--- src/rtl/pla_pkg.sv ---
package pla_pkg;
    localparam int DEF_N_IN   = 4;
    localparam int DEF_N_TERM = 16;
    localparam int DEF_N_OUT  = 8;
    localparam int DEF_GRP    = 4;

    typedef enum logic [1:0] {
        LIT_ZERO = 2'b00,
        LIT_POS  = 2'b01,
        LIT_NEG  = 2'b10,
        LIT_ANY  = 2'b11
    } lit_code_e;

    typedef enum logic {
        MODE_SHARED  = 1'b0,
        MODE_GROUPED = 1'b1
    } or_mode_e;
endpackage

--- src/rtl/pla_store.sv ---
module pla_store #(
    parameter int N_TERM = 16,
    parameter int LIT_W  = 8,
    parameter int N_OUT  = 8,
    localparam int IDX_W = $clog2(N_TERM)
) (
    input  logic                              clk,
    input  logic                              rst_n,
    input  logic                              wr_en,
    input  logic [IDX_W-1:0]                  wr_idx,
    input  logic [LIT_W-1:0]                  wr_lit,
    input  logic [N_OUT-1:0]                  wr_conn,
    output logic [N_TERM-1:0][LIT_W-1:0]      lit_o,
    output logic [N_TERM-1:0][N_OUT-1:0]      conn_o
);
    typedef struct packed {
        logic [N_TERM-1:0][LIT_W-1:0] lit;
        logic [N_TERM-1:0][N_OUT-1:0] conn;
    } store_t;

    store_t st_d, st_q;

    always_comb begin
        st_d = st_q;
        if (wr_en) begin
            st_d.lit[wr_idx]  = wr_lit;
            st_d.conn[wr_idx] = wr_conn;
        end
    end

    always_ff @(posedge clk or negedge rst_n) begin
        if (!rst_n) begin
            st_q <= '0;
        end else begin
            st_q <= st_d;
        end
    end

    assign lit_o  = st_q.lit;
    assign conn_o = st_q.conn;
endmodule

--- src/rtl/pla_and_plane.sv ---
module pla_and_plane #(
    parameter int N_IN   = 4,
    parameter int N_TERM = 16,
    localparam int LIT_W = 2 * N_IN
) (
    input  logic [N_TERM-1:0][LIT_W-1:0] lit,
    input  logic [N_IN-1:0]              in_vec,
    output logic [N_TERM-1:0]            term_vec
);
    for (genvar t = 0; t < N_TERM; t++) begin : g_term
        logic [N_IN-1:0] factor;
        for (genvar i = 0; i < N_IN; i++) begin : g_lit
            // low code bit admits the true input, high bit the complement
            assign factor[i] = (lit[t][2*i]   &  in_vec[i]) |
                               (lit[t][2*i+1] & ~in_vec[i]);
        end
        assign term_vec[t] = &factor;
    end
endmodule

--- src/rtl/pla_or_plane.sv ---
module pla_or_plane #(
    parameter int N_TERM = 16,
    parameter int N_OUT  = 8,
    parameter int GRP    = 4,
    localparam int N_GRP = N_TERM / GRP
) (
    input  logic [N_TERM-1:0][N_OUT-1:0] conn,
    input  logic [N_TERM-1:0]            term_vec,
    input  logic                         mode,
    output logic [N_OUT-1:0]             out_vec
);
    import pla_pkg::*;

    for (genvar o = 0; o < N_OUT; o++) begin : g_out
        logic [N_TERM-1:0] column;
        logic [N_TERM-1:0] reach;
        for (genvar t = 0; t < N_TERM; t++) begin : g_col
            assign column[t] = conn[t][o];
            if ((t / GRP) == o) begin : g_in
                assign reach[t] = 1'b1;
            end else begin : g_out_of
                assign reach[t] = 1'b0;
            end
        end
        logic shared_sum, grouped_sum;
        assign shared_sum  = |(term_vec & column);
        assign grouped_sum = |(term_vec & column & reach);
        assign out_vec[o]  = (or_mode_e'(mode) == MODE_GROUPED) ? grouped_sum : shared_sum;
    end
endmodule

--- src/rtl/pla_array.sv ---
module pla_array #(
    parameter int N_IN   = pla_pkg::DEF_N_IN,
    parameter int N_TERM = pla_pkg::DEF_N_TERM,
    parameter int N_OUT  = pla_pkg::DEF_N_OUT,
    parameter int GRP    = pla_pkg::DEF_GRP,
    localparam int LIT_W = 2 * N_IN,
    localparam int IDX_W = $clog2(N_TERM)
) (
    input  logic             clk,
    input  logic             rst_n,
    input  logic             wr_en,
    input  logic [IDX_W-1:0] wr_idx,
    input  logic [LIT_W-1:0] wr_lit,
    input  logic [N_OUT-1:0] wr_conn,
    input  logic [IDX_W-1:0] rd_idx,
    output logic [LIT_W-1:0] rd_lit,
    output logic [N_OUT-1:0] rd_conn,
    input  logic             mode,
    input  logic [N_IN-1:0]  in_vec,
    output logic [N_OUT-1:0] out_vec
);
    logic [N_TERM-1:0][LIT_W-1:0] lit;
    logic [N_TERM-1:0][N_OUT-1:0] conn;
    logic [N_TERM-1:0]            term_vec;

    pla_store #(.N_TERM(N_TERM), .LIT_W(LIT_W), .N_OUT(N_OUT)) u_store (
        .clk    (clk),
        .rst_n  (rst_n),
        .wr_en  (wr_en),
        .wr_idx (wr_idx),
        .wr_lit (wr_lit),
        .wr_conn(wr_conn),
        .lit_o  (lit),
        .conn_o (conn)
    );

    pla_and_plane #(.N_IN(N_IN), .N_TERM(N_TERM)) u_and (
        .lit     (lit),
        .in_vec  (in_vec),
        .term_vec(term_vec)
    );

    pla_or_plane #(.N_TERM(N_TERM), .N_OUT(N_OUT), .GRP(GRP)) u_or (
        .conn    (conn),
        .term_vec(term_vec),
        .mode    (mode),
        .out_vec (out_vec)
    );

    assign rd_lit  = lit[rd_idx];
    assign rd_conn = conn[rd_idx];
endmodule

--- config.mk ---
export PLATFORM = sky130hd
export DESIGN_NAME = pla_array
export DESIGN_NICKNAME = d
export VERILOG_FILES = /design/src/rtl/pla_pkg.sv /design/src/rtl/pla_store.sv /design/src/rtl/pla_and_plane.sv /design/src/rtl/pla_or_plane.sv /design/src/rtl/pla_array.sv
export SDC_FILE = /design/constraint.sdc
export NUM_CORES = 1
export LEC_CHECK = 0
export BUFFER_PORTS_ARGS = -buffer_cell sky130_fd_sc_hd__buf_2
export CAP_MARGIN = 20
export CELL_PAD_IN_SITES_DETAIL_PLACEMENT = 0
export CELL_PAD_IN_SITES_GLOBAL_PLACEMENT = 1
export CORE_MARGIN = 8
export CORE_UTILIZATION = 30
export DETAILED_ROUTE_END_ITERATION = 7
export PLACE_DENSITY_LB_ADDON = 0.15
export REMOVE_ABC_BUFFERS = 1
export SYNTH_ARGS = -nofsm -noshare
export SYNTH_HDL_FRONTEND = slang
export SYNTH_HIERARCHICAL = 1
export SYNTH_SLANG_ARGS = --single-unit
--- constraint.sdc ---
create_clock -name clk -period 1.77 [get_ports clk]
set_input_delay 0.177 -clock clk [delete_from_list [all_inputs] [get_ports clk]]
set_output_delay 0.177 -clock clk [all_outputs]
set_load 0.02 [all_outputs]
==> impl_metrics.py <==
metrics = {
    "power": {
        "p_sw_frac": 0.300,
        "power_density_nw_per_um2": 1160,
        "intPower_w": 0.0144,
        "ir_worst_vdd_uv": 673,
        "power_frac_clock": 0.303,
        "p_leak_nw": 7.61,
        "seqPwrFrac": 0.405,
        "power.switching_w": 0.00618,
        "combPwrFrac": 0.292,
    },
    "cells_and_area": {
        "drive_gt1_frac": 0.657,
        "final-seq-area_sq_um": 6410,
        "n_antenna_cell": 0,
        "fill_cells": 4114,
        "layout_common_cells": "dfrtp_1 (256), mux2_2 (232), buf_4 (195), mux4_2 (60), mux2i_1 (43)",
        "syn_to_final_growth_pct": 34.9,
        "final_nets": 1176,
        "fin_area_sq_um": 17800,
        "layoutNonFillerInstCount": 1757,
        "multi_input_area_sq_um": 6900,
        "layout_commonest_cell": "dfrtp_1",
    },
    "sta": {
        "max_freq_ghz": 0.385,
        "hold_viol": 0,
        "period_minus_slack_ns": 2.60,
        "skew_ns": 0,
        "tightest_slew_ns": 0.854,
        "finalSetupTns_ns": -12.58,
        "finalCritPeriodShare": 1.47,
        "setup_viol": 24,
        "slew_viol_final": 0,
        "slew_headroom": 0.430,
        "rsz0062_at_grt": "yes",
        "fin_ws_ns": -0.827,
    },
    "synth": {
        "synthDistinctLibCells": 30,
        "avgSynthCellArea_sq_um": 14.7,
        "synth_edf_count": 0,
        "synthArstFlopShare": 1.00,
        "ys_warn_count": 6,
        "yosys_register_bits": 256,
        "synth_ff_type": "dfrtp_1",
        "synth_area_sq_um": 13200,
        "synth_seq_area_share": 0.485,
        "synthCells": 896,
    },
    "status": {
        "status": "finished, violations left",
        "violations": "setup timing",
    },
    "detailed_routing": {
        "vias_per_cell": 5.22,
        "drt_first_pass_iters": 5,
        "drc_errors": 0,
        "wl_per_cell_um": 27.0,
        "vias": 9171,
        "drt-initial-drc-count": 454,
        "ant_nets": 0,
        "wl_mm": 47.5,
    },
    "placement": {
        "placed_area_sq_um": 15900,
        "gp_routability_congestion": 0.803,
        "io_buffers": 55,
        "place_inst": 1675,
        "dp_hpwl_mm": 31.2,
    },
    "setup_path": {
        "cp_top_family": "compound AO/OA/AOI/OAI gates",
        "arrival_ns": 2.42,
        "startpoint_type": "flop",
        "worst-path-buf-inv": 3,
        "worstSetupPathDepth": 9,
        "crit_fanout": 6,
        "reg2reg_depth": 2,
        "crit_type": "flop to primary output",
        "cpMaxStageDelayCell": "dfrtp_1",
        "cp-end-kind": "primary output",
        "worstPathCellList": "mux2i_1 > buf_4 > nor4_4 > buf_12 > a22o_1 > a221oi_2 > a41o_1 > nand3_2 > buf_6",
        "slowest_delay_ns": 0.38,
        "crit_required_ns": 1.59,
    },
    "clock_tree": {
        "cts.sinks": 256,
        "clock_latency_ns": 0.58,
        "htreeDepth": 1,
        "cts_made_buffers": 30,
        "clk_pin_slew_ns": 0.06,
        "tritoncts": "done",
        "clockRootBuffer": "clkbuf_16",
        "clockBufferDepth": 3,
    },
    "global_route": {
        "overflow": 0,
        "grt_pass1_wl_mm": 70.2,
        "grt_antenna_before_repair": 0,
        "grtUsageTotal": 0.187,
        "grt_max_degree": 65,
        "first_global_vias": 10000,
    },
    "floorplanning": {
        "coreArea_sq_um": 43800,
        "dieArea_sq_um": 51000,
        "fp.dieW_um": 226,
        "chipHeight_um": 226,
        "ios": 56,
        "start_util": 0.301,
        "std_cell_rows": 77,
    },
    "min_path": {
        "hp-class": "primary input to flop",
        "holdPathStages": 2,
    },
    "flow_run": {
        "maxCapViolations": 0,
    },
}
[routing by layer]
| metal | global-route usage | vias up | part of all wire |
|---|---|---|---|
| met2 | 0.310 | 208 | 0.48 |
| met4 | 0.0623 | 0 | 0.034 |
| li1 | - | 3984 | - |
| met5 | 0 | - | 0 |
| met1 | 0.248 | 4900 | 0.44 |
| met3 | 0.0288 | 79 | 0.038 |
[layout make-up]
type,instances,area share
tap,592,0.0416
multi-input combinational,556,0.387
clock buffer,36,0.0462
sequential,256,0.360
clock inverter,17,0.00885
timing repair buffer,300,0.156
[cell families (layout without fill, tap and decap cells)]
kind of cell	count (synthesis)	after routing	synth area share
buf+inv	84	353	0.0382
mux	384	384	0.382
simple gates	68	68	0.0280
flops	256	256	0.485
compound gates	104	104	0.0671
[per-stage QoR]
step	utilization	worst slack, ns	power [W]	hold WS (ns)
after floorplan	-	-0.510	0.0107	-0.119
after global placement	0.362	-0.835	0.0135	0.0960
after detailed placement	0.362	-0.595	0.0136	0.0907
after CTS	0.402	-0.882	0.0207	0.0225
after global routing	0.406	-0.935	0.0216	0.0513
final	0.406	-0.827	0.0206	0.0575
[sequential cells by signal, indices dropped and copies added (netlist names)]
signal / count
u_store/conn_o: 128
u_store/lit_o: 128
[cells in the mapped netlist, types with 11 or more instances]
| master | number | area, sq um |
|---|---|---|
| mux2_2 | 232 | 2610 |
| clkbuf_1 | 24 | 90.1 |
| nor4_1 | 16 | 100 |
| a22oi_1 | 56 | 420 |
| nand2_1 | 18 | 67.6 |
| mux4_2 | 54 | 1220 |
| mux2i_1 | 64 | 641 |
| mux2_1 | 14 | 158 |
| buf_2 | 41 | 205 |
| dfrtp_1 | 256 | 6410 |
| a22o_1 | 20 | 175 |
| buf_6 | 11 | 124 |
| a221oi_1 | 12 | 105 |
[what timing repair did]
action	in CTS	in global routing
pin swaps	40	18
gates resized for setup	136	29
hold buffers	2	0
endpoints found under the setup margin	24	24
hold endpoints to repair	258	0
buffers inserted	26	9
[path summary, 6_finish.rpt]
check	startpoint	endpoint	slack, ns
worst max-delay path	u_store/lit_o[8]$_DFFE_PN0P_	out_vec[3]	-0.83
worst min-delay path	wr_conn[0]	u_store/conn_o[96]$_DFFE_PN0P_	0.06
worst max register to register	u_store/lit_o[70]$_DFFE_PN0P_	u_store/lit_o[70]$_DFFE_PN0P_	0.82
worst min register to register	u_store/conn_o[99]$_DFFE_PN0P_	u_store/conn_o[99]$_DFFE_PN0P_	0.53
max in group asynchronous	rst_n	u_store/conn_o[88]$_DFFE_PN0P_	0.97
min in group asynchronous	rst_n	u_store/lit_o[18]$_DFFE_PN0P_	0.09
[power groups by stage]
| stage | Sequential, W | Combinational, W | Clock [W] |
|---|---|---|---|
| after floorplan | 0.00800 | 0.00266 | 0 |
| after global placement | 0.00838 | 0.00516 | 0 |
| after detailed placement | 0.00837 | 0.00522 | 0 |
| after CTS | 0.00831 | 0.00595 | 0.00642 |
| after global routing | 0.00851 | 0.00641 | 0.00666 |
| final | 0.00834 | 0.00601 | 0.00623 |
Power figures use the tool's default switching activity.
